**src/rtl/sata_irq_pkg.sv**
```systemverilog
package sata_irq_pkg;
  // Event bits that exist in a port's status/enable registers.
  localparam logic [31:0] EVT_DEFINED = 32'hFDC0_00FF;
  // Events that mark a port as needing recovery.
  localparam logic [31:0] EVT_FATAL   = 32'h7800_0000;

  // Host-level register offsets.
  localparam int unsigned OFF_CAP   = 32'h000;
  localparam int unsigned OFF_GCTL  = 32'h004;
  localparam int unsigned OFF_GSUM  = 32'h008;
  localparam int unsigned OFF_IMPL  = 32'h00C;
  localparam int unsigned GCTL_IE   = 1;

  // Per-port window layout.
  localparam int unsigned PORT_BASE   = 32'h100;
  localparam int unsigned PORT_SHIFT  = 7;      // 0x80 byte window per port
  localparam int unsigned POFF_STAT   = 32'h10;
  localparam int unsigned POFF_MASK   = 32'h14;
endpackage

```
**src/rtl/sata_port_evt.sv**
```systemverilog
module sata_port_evt
  import sata_irq_pkg::*;
(
  input  logic        clk,
  input  logic        rst_n,
  input  logic [31:0] evt_i,
  input  logic        clr_wr_i,
  input  logic        mask_wr_i,
  input  logic [31:0] wdata_i,
  output logic [31:0] st_o,
  output logic [31:0] mk_o,
  output logic        pend_o,
  output logic        fatal_o
);
  logic [31:0] st_q, mk_q;
  logic [31:0] clr_bits, set_bits;

  assign clr_bits = clr_wr_i ? wdata_i : 32'h0;
  assign set_bits = evt_i & EVT_DEFINED;

  always_ff @(posedge clk) begin
    if (!rst_n) begin
      st_q <= '0;
      mk_q <= '0;
    end else begin
      st_q <= (st_q & ~clr_bits) | set_bits;
      if (mask_wr_i) mk_q <= wdata_i & EVT_DEFINED;
    end
  end

  assign st_o    = st_q;
  assign mk_o    = mk_q;
  assign pend_o  = |(st_q & mk_q);
  assign fatal_o = |(st_q & EVT_FATAL);

  // a hardware set survives a simultaneous software clear
  p_set_wins_r4: assert property (@(posedge clk) disable iff (!rst_n)
    ((evt_i & EVT_DEFINED) != 32'h0) |=>
      ((st_q & $past(evt_i & EVT_DEFINED)) == $past(evt_i & EVT_DEFINED)))
    else $error("p_set_wins_r4");

  // bits written as one with no event are gone next cycle
  p_clear_r3: assert property (@(posedge clk) disable iff (!rst_n)
    clr_wr_i |=> ((st_q & $past(wdata_i & ~evt_i)) == 32'h0))
    else $error("p_clear_r3");

  // a fatal event raises the fatal flag on the following cycle
  p_fatal_r9: assert property (@(posedge clk) disable iff (!rst_n)
    ((evt_i & EVT_FATAL) != 32'h0) |=> fatal_o)
    else $error("p_fatal_r9");
endmodule

```
**src/rtl/sata_irq_summary.sv**
```systemverilog
module sata_irq_summary #(
  parameter int unsigned          NUM_PORTS = 4,
  parameter logic [NUM_PORTS-1:0] IMPL_MASK = '1
) (
  input  logic                 clk,
  input  logic                 rst_n,
  input  logic [NUM_PORTS-1:0] pend_i,
  input  logic                 clr_wr_i,
  input  logic [NUM_PORTS-1:0] clr_data_i,
  input  logic                 ctl_wr_i,
  input  logic                 ctl_ie_i,
  output logic [NUM_PORTS-1:0] gsum_o,
  output logic                 ie_o,
  output logic                 irq_o
);
  logic [NUM_PORTS-1:0] gsum_q, clr_bits, set_bits;
  logic                 ie_q;

  assign clr_bits = clr_wr_i ? clr_data_i : '0;
  assign set_bits = pend_i & IMPL_MASK;

  always_ff @(posedge clk) begin
    if (!rst_n) begin
      gsum_q <= '0;
      ie_q   <= 1'b0;
    end else begin
      gsum_q <= (gsum_q & ~clr_bits) | set_bits;
      if (ctl_wr_i) ie_q <= ctl_ie_i;
    end
  end

  assign gsum_o = gsum_q;
  assign ie_o   = ie_q;
  assign irq_o  = ie_q & (|gsum_q);

  // an implemented pending port shows in the summary next cycle
  p_set_r6: assert property (@(posedge clk) disable iff (!rst_n)
    ((pend_i & IMPL_MASK) != '0) |=>
      ((gsum_q & $past(pend_i & IMPL_MASK)) == $past(pend_i & IMPL_MASK)))
    else $error("p_set_r6");

  // summary bits hold until written with one
  p_sticky_r6: assert property (@(posedge clk) disable iff (!rst_n)
    1'b1 |=> ((gsum_q & $past(gsum_q & ~clr_bits)) == $past(gsum_q & ~clr_bits)))
    else $error("p_sticky_r6");

  // no interrupt while the host enable is off
  p_quiet_r8: assert property (@(posedge clk) disable iff (!rst_n)
    !ie_o |-> !irq_o)
    else $error("p_quiet_r8");
endmodule

```
**src/rtl/sata_irq_regdec.sv**
```systemverilog
module sata_irq_regdec
  import sata_irq_pkg::*;
#(
  parameter int unsigned          NUM_PORTS = 4,
  parameter int unsigned          ADDR_W    = 13,
  parameter logic [NUM_PORTS-1:0] IMPL_MASK = '1
) (
  input  logic                   wr_i,
  input  logic [ADDR_W-1:0]      addr_i,
  input  logic [31:0]            wdata_i,
  input  logic [NUM_PORTS*32-1:0] st_all_i,
  input  logic [NUM_PORTS*32-1:0] mk_all_i,
  input  logic [NUM_PORTS-1:0]   gsum_i,
  input  logic                   ie_i,
  output logic [NUM_PORTS-1:0]   st_clr_o,
  output logic [NUM_PORTS-1:0]   mk_wr_o,
  output logic                   gctl_wr_o,
  output logic                   gsum_wr_o,
  output logic [31:0]            rdata_o
);
  localparam int unsigned IDX_W = ADDR_W - PORT_SHIFT;

  logic              in_ports;
  logic [ADDR_W-1:0] rel;
  logic [IDX_W-1:0]  idx;
  logic [PORT_SHIFT-1:0] off;
  logic [NUM_PORTS-1:0]  hit;
  logic              off_stat, off_mask;

  assign in_ports = addr_i >= ADDR_W'(PORT_BASE);
  assign rel      = addr_i - ADDR_W'(PORT_BASE);
  assign idx      = rel[ADDR_W-1:PORT_SHIFT];
  assign off      = rel[PORT_SHIFT-1:0];
  assign off_stat = off == PORT_SHIFT'(POFF_STAT);
  assign off_mask = off == PORT_SHIFT'(POFF_MASK);

  genvar p;
  generate
    for (p = 0; p < NUM_PORTS; p++) begin : g_hit
      assign hit[p]      = in_ports && (idx == IDX_W'(p));
      assign st_clr_o[p] = wr_i && hit[p] && off_stat;
      assign mk_wr_o[p]  = wr_i && hit[p] && off_mask;
    end
  endgenerate

  assign gctl_wr_o = wr_i && (addr_i == ADDR_W'(OFF_GCTL));
  assign gsum_wr_o = wr_i && (addr_i == ADDR_W'(OFF_GSUM));

  always_comb begin
    rdata_o = 32'h0;
    if (addr_i == ADDR_W'(OFF_CAP))       rdata_o = 32'(NUM_PORTS - 1);
    else if (addr_i == ADDR_W'(OFF_GCTL)) rdata_o = 32'(ie_i) << GCTL_IE;
    else if (addr_i == ADDR_W'(OFF_GSUM)) rdata_o = 32'(gsum_i);
    else if (addr_i == ADDR_W'(OFF_IMPL)) rdata_o = 32'(IMPL_MASK);
    else begin
      for (int i = 0; i < NUM_PORTS; i++) begin
        if (hit[i] && off_stat) rdata_o = st_all_i[i*32 +: 32];
        if (hit[i] && off_mask) rdata_o = mk_all_i[i*32 +: 32];
      end
    end
  end
endmodule

```
**src/rtl/sata_irq_agg.sv**
```systemverilog
module sata_irq_agg
  import sata_irq_pkg::*;
#(
  parameter int unsigned NUM_PORTS  = 4,
  parameter int unsigned ADDR_W     = 13,
  parameter logic [31:0] PORTS_IMPL = 32'h0000_000B
) (
  input  logic                    clk,
  input  logic                    rst_n,
  input  logic                    reg_wr,
  input  logic [ADDR_W-1:0]       reg_addr,
  input  logic [31:0]             reg_wdata,
  output logic [31:0]             reg_rdata,
  input  logic [NUM_PORTS*32-1:0] port_evt,
  output logic                    host_irq,
  output logic [NUM_PORTS-1:0]    port_fatal
);
  localparam logic [NUM_PORTS-1:0] IMPL_MASK = PORTS_IMPL[NUM_PORTS-1:0];

  logic [NUM_PORTS*32-1:0] st_all, mk_all;
  logic [NUM_PORTS-1:0]    st_clr, mk_wr, pend, gsum;
  logic                    gctl_wr, gsum_wr, ie;

  sata_irq_regdec #(
    .NUM_PORTS(NUM_PORTS), .ADDR_W(ADDR_W), .IMPL_MASK(IMPL_MASK)
  ) u_dec (
    .wr_i(reg_wr), .addr_i(reg_addr), .wdata_i(reg_wdata),
    .st_all_i(st_all), .mk_all_i(mk_all), .gsum_i(gsum), .ie_i(ie),
    .st_clr_o(st_clr), .mk_wr_o(mk_wr), .gctl_wr_o(gctl_wr),
    .gsum_wr_o(gsum_wr), .rdata_o(reg_rdata)
  );

  genvar p;
  generate
    for (p = 0; p < NUM_PORTS; p++) begin : g_port
      sata_port_evt u_port (
        .clk(clk), .rst_n(rst_n),
        .evt_i(port_evt[p*32 +: 32]),
        .clr_wr_i(st_clr[p]), .mask_wr_i(mk_wr[p]), .wdata_i(reg_wdata),
        .st_o(st_all[p*32 +: 32]), .mk_o(mk_all[p*32 +: 32]),
        .pend_o(pend[p]), .fatal_o(port_fatal[p])
      );
    end
  endgenerate

  sata_irq_summary #(
    .NUM_PORTS(NUM_PORTS), .IMPL_MASK(IMPL_MASK)
  ) u_sum (
    .clk(clk), .rst_n(rst_n), .pend_i(pend),
    .clr_wr_i(gsum_wr), .clr_data_i(reg_wdata[NUM_PORTS-1:0]),
    .ctl_wr_i(gctl_wr), .ctl_ie_i(reg_wdata[GCTL_IE]),
    .gsum_o(gsum), .ie_o(ie), .irq_o(host_irq)
  );

  // at most one port register is written per access
  p_one_target_r10: assert property (@(posedge clk) disable iff (!rst_n)
    $onehot0({st_clr, mk_wr, gctl_wr, gsum_wr}))
    else $error("p_one_target_r10");
endmodule

```
**config.mk**
```make
export PLATFORM = sky130hd
export DESIGN_NAME = sata_irq_agg
export DESIGN_NICKNAME = d
export VERILOG_FILES = /design/src/rtl/sata_irq_pkg.sv /design/src/rtl/sata_port_evt.sv /design/src/rtl/sata_irq_summary.sv /design/src/rtl/sata_irq_regdec.sv /design/src/rtl/sata_irq_agg.sv
export SDC_FILE = /design/constraint.sdc
export NUM_CORES = 1
export LEC_CHECK = 0
export ABC_AREA = 0
export ABC_CLOCK_PERIOD_IN_PS = 7200
export BUFFER_PORTS_ARGS = -buffer_cell sky130_fd_sc_hd__buf_4
export CAP_MARGIN = 20
export CORE_MARGIN = 2
export CORE_UTILIZATION = 30
export DETAILED_ROUTE_END_ITERATION = 6
export PLACE_DENSITY = 0.5
export SYNTH_ARGS = -nofsm -noshare
export SYNTH_HDL_FRONTEND = slang
export SYNTH_HIERARCHICAL = 1
export SYNTH_SLANG_ARGS = --single-unit
export TNS_END_PERCENT = 10
```
**constraint.sdc**
```tcl
create_clock -name clk -period 7.2 [get_ports clk]
set_input_delay 1.44 -clock clk [delete_from_list [all_inputs] [get_ports clk]]
set_output_delay 1.44 -clock clk [all_outputs]
set_load 0.005 [all_outputs]
```
## After elaboration in Yosys (flattened, before gate mapping)

Cells that the tools add are included.
Widths: inputs -> output; s select.

- Add/subtract/negate cells: 1
- $mul: 0
- Div/mod/pow operators: 0
- Magnitude comparators: 1
- Equal/unequal tests: 8
- Shift-type cells: 0
- Multiplexer cells: 17
- Bitwise logic cells: 19
- Reduce and logical (&&, ||, !) cells: 36

Operators by type and width:

| cell | count |
|---|---|
| $mux 32 | 16 |
| $and 32x32->32 | 7 |
| $not 32->32 | 4 |
| $or 32x32->32 | 4 |
| $reduce_or 32->1 | 3 |
| $eq 13x4->1 const B | 2 |
| $logic_and 1x1->1 | 26 |
| $reduce_or 4->1 | 5 |
| $eq 7x5->1 const B | 2 |
| $eq 13x3->1 const B | 1 |
| $ge 13x9->1 const B | 1 |
| $logic_not 13->1 | 1 |
| $sub 13x9->13 const B | 1 |
| $eq 6x2->1 const B | 2 |
| $eq 6x1->1 const B | 1 |
| $logic_not 6->1 | 1 |
| $and 4x4->4 | 1 |
| $mux 4 | 1 |
| $not 4->4 | 1 |
| $or 4x4->4 | 1 |
| $and 1x1->1 | 1 |

- Register bits after elaboration: 201
- Latch bits: 0
- Memory bits (writable): 0
- Memory bits (read-only): 0
- Word-level logic and storage cells: 92
- Memories: 0

## Depth between registers and ports, before layout

- Word-level depth: 16
- Gate-level depth with buffers: 14
- Depth with buffers taken out: 9

## Modules after synthesis

Netlist, hierarchy kept.

By module, submodules not included:

| module | times used | cells each | area an instance (um^2) |
|---|---|---|---|
| sata_port_evt | 4 | 202 | 1913.1 |
| sata_irq_regdec | 1 | 391 | 2677.6 |
| sata_irq_summary | 1 | 19 | 181.4 |

## Worst setup path before layout

No wires, ideal clock.

- Path type: input to output
- From: in reg_addr[8]
- To: out reg_rdata[28]
- Arrival: 3.512 ns
- Required time: 5.760 ns
- Slack: 2.248 ns
- Stages: 11
- Cells stage by stage: buf_2 -> buf_2 -> inv_1 -> ha_1 -> or2_0 -> a211o_1 -> a211o_1 -> buf_6 -> buf_6 -> a21o_1 -> a22oi_1

- Word-level cells in the longest chain between the ends: 16
- Elaborated cells between the ends (all ways): 34
- Classes of those cells: add/sub (1); order compare (1); eq/ne (6); mux (12); reduce/logical (14)

RTL lines:

| what | RTL line | text |
|---|---|---|
| start, declared | sata_irq_agg.sv:11 | `input logic [ADDR_W-1:0] reg_addr,` |
| $sub 13x9->13 | sata_irq_regdec.sv:31 | `assign rel = addr_i - ADDR_W'(PORT_BASE);` |
| $logic_not 6->1 | sata_irq_regdec.sv:40 | `assign hit[p] = in_ports && (idx == IDX_W'(p));` |
| $logic_and 1x1->1 | sata_irq_regdec.sv:40 |  |
| $logic_and 1x1->1 | sata_irq_regdec.sv:57 | `if (hit[i] && off_stat) rdata_o = st_all_i[i*32 +: 32];` |
| $mux 32 | sata_irq_regdec.sv:57 |  |
| $mux 32 | sata_irq_regdec.sv:58 | `if (hit[i] && off_mask) rdata_o = mk_all_i[i*32 +: 32];` |
| $mux 32 | sata_irq_regdec.sv:57 |  |
| $mux 32 | sata_irq_regdec.sv:58 |  |
| $mux 32 | sata_irq_regdec.sv:57 |  |
| $mux 32 | sata_irq_regdec.sv:58 |  |
| $mux 32 | sata_irq_regdec.sv:57 |  |
| $mux 32 | sata_irq_regdec.sv:58 |  |
| $mux 32 | sata_irq_regdec.sv:54 | `else if (addr_i == ADDR_W'(OFF_IMPL)) rdata_o = 32'(IMPL_MASK);` |
| $mux 32 | sata_irq_regdec.sv:53 | `else if (addr_i == ADDR_W'(OFF_GSUM)) rdata_o = 32'(gsum_i);` |
| $mux 32 | sata_irq_regdec.sv:52 | `else if (addr_i == ADDR_W'(OFF_GCTL)) rdata_o = 32'(ie_i) << GCTL_IE;` |
| $mux 32 * | sata_irq_regdec.sv:51 | `if (addr_i == ADDR_W'(OFF_CAP)) rdata_o = 32'(NUM_PORTS - 1);` |
| end, declared | sata_irq_agg.sv:13 | `output logic [31:0] reg_rdata,` |

Every way passes the cells marked *; elsewhere a longest branch is shown, timed or not.

## Final worst setup path

- From: in reg_addr[8]
- To: out reg_rdata[5]

Same word-level chain as after synthesis.

==> impl_metrics.toml <==
[clock_tree]
cts_buffers = 25
clock-root-buffer = "clkbuf_16"
hold_buffers = 0
cts.clk_slew.worst_paths_ns = 0.06
ctsHtreeMaxLevel = 1
cts_resized = 0
cts.sinks = 201
clock_latency_ns = 0.52
cts_setup_buffers = 0
cts_tree = "done"
cts_max_path_buffers = 3

[timing]
fin_ws_ns = 1.608
clock_skew_ns = 0.006698
fmax_mhz = 178.8
relSlewSlack_pct = 25.83
hold_viol = 0
tns_ns = 0
rsz0062_at_grt = "false"
maxSlewViolCount = 0
tightestPinTransition_ns = 1.113
whs_ns = 0.4287
setup_viol = 0
period_needed_ns = 5.592
fin_crit_sh_pct = 77.67

[detailed_routing]
viasPerCell = 4.982
drt_iter0_drc = 508
vias = 8923
drc = 0
drtPass1Iterations = 5
ant_nets = 0
wl_per_cell_um = 19.91
routed_wl_mm = 35.66

[finish]
flow.area_growth_from_synthesis_pct = 19.28
multi_input_area_um2 = 5699
fin_area_um2 = 12430
regArea_um2 = 4024
nets = 1495
fillers = 3660
drive_gt1_share_pct = 17.81
antenna_cells = 0

[grt]
grt_pass1_wl_mm = 53.87
grt_pass1_vias = 8799
antenna_found_initial = 1
track_usage_pct = 19.35
gr-total-overflow = 0
grt_max_degree = 114

[floorplanning]
die_x_um = 190.4
rows = 68
die_y_um = 190.4
core_um2 = 34370
pin_count = 213
start_util_pct = 30.33
die_area_um2 = 36250

[worst_setup_path]
crit_fanout = 23
critPathCaptureType = "output pin"
cp-start-kind = "input pin"
cp_data_required_time_ns = 5.76
worstSetupPathType = "input pin to output pin"
arrival_ns = 4.15

[power]
power_frac_seq_pct = 44.6
peakVddDrop_mv = 0.1574
powerDensity_nw_per_um2 = 210.5
combPwrFrac_pct = 9.1
p_int_mw = 1.960
p_clk_share_pct = 46.3
power.leakage_nw = 4.697
p_switching_mw = 0.6578
switching_share_pct = 25.13

[place]
gp_congestion = 0.8373
dp_hpwl_mm = 24.68
placed_cell_area_um2 = 11640
io_buffer_count = 152
pre_cts_ws_ns = 1.664

[run_status]
status = "completed"

[synth]
syn-cell-area_um2 = 10420
synth_cells = 1207
ys_warn_count = 6
synth.avg_cell_area_um2 = 8.636

[flow_run]
drv_cap = 0

[hold_path]
hold_path_class = "flip-flop to flip-flop"
[flip-flops by register name, summed over array words and instances, names as in the netlist]
signal	cells
g_port.u_port/st_o	128
g_port.u_port/mk_o	68
u_sum/gsum_o	4
u_sum/ie_o	1
[placed cells by master (no fill, tap or decap), types with 3 or more instances in the layout]
cell type	count
dfxtp_1	201
buf_4	172
nand2_1	163
nor2b_1	138
a21oi_1	136
mux2i_1	101
conb_1	60
a21o_1	46
a22oi_1	35
nor2_1	33
o21ai_0	32
a221oi_1	26
clkbuf_16	25
o211ai_1	25
inv_1	11
nand3_1	9
clkinv_2	8
nand4_1	8
mux4_2	6
nand2b_1	6
clkbuf_1	5
nor3b_1	5
a31oi_1	5
clkbuf_8	4
or4_1	4
nor4_2	4
o2111ai_1	4
a41o_1	4
a222oi_1	3
a22o_1	3
a221oi_2	3
and3_1	3
o221ai_1	3
and2_1	3
a221o_1	3
nor3_2	3
[cell type report]
type / count / share of cell area [%]
clock inverter: 12 / 0.7548
multi-input combinational: 905 / 45.84
clock buffer: 34 / 5.625
sequential: 201 / 32.36
inverter: 11 / 0.3321
timing repair buffer: 173 / 10.51
tap: 455 / 4.579
[final timing paths]
check	depth (start not counted)	start	endpoint	slack, ns
min	2	g_port[0].u_port/st_o[21]	g_port[0].u_port/st_o[21]	0.43
max	9	reg_addr[8]	reg_rdata[5]	1.61
max reg2reg	6	g_port[0].u_port/st_o[22]	u_sum/gsum_o[0]	5.64
min reg2reg	2	g_port[0].u_port/st_o[21]	g_port[0].u_port/st_o[21]	0.43
[power by group through the flow]
stage	clock network (mW)	logic [mW]	registers (mW)
after floorplan	0	0.144	1.18
after global placement	0	0.236	1.19
after detailed placement	0	0.239	1.19
after CTS	1.24	0.240	1.17
after global routing	1.28	0.259	1.17
final	1.21	0.238	1.17
[through the flow]
step                total power, mW  utilization [%]  std cells
floorplan                     1.323                -       1263
global placement              1.428            33.82       1744
detailed placement            1.431            33.86       1745
CTS                           2.652            36.17       1791
global route                  2.714            36.17       1791
finish                        2.618            36.17       1791
[critical path, stage by stage]
cell and delay (ns):
buf_4 0.20, inv_1 0.17, ha_1 0.27, or2_0 0.20
a211o_1 0.38, a2111o_1 0.76, o21ai_0 0.33, a22oi_1 0.18
buf_4 0.20
[layer usage]
metal	vias up	wire [um]	global-route usage [%]
li1	4383	-	-
met1	4238	15610	24.10
met2	233	17030	33.58
met3	67	1427	2.576
met4	2	1578	7.901
met5	-	13	0
Power figures use the tool's default switching activity.
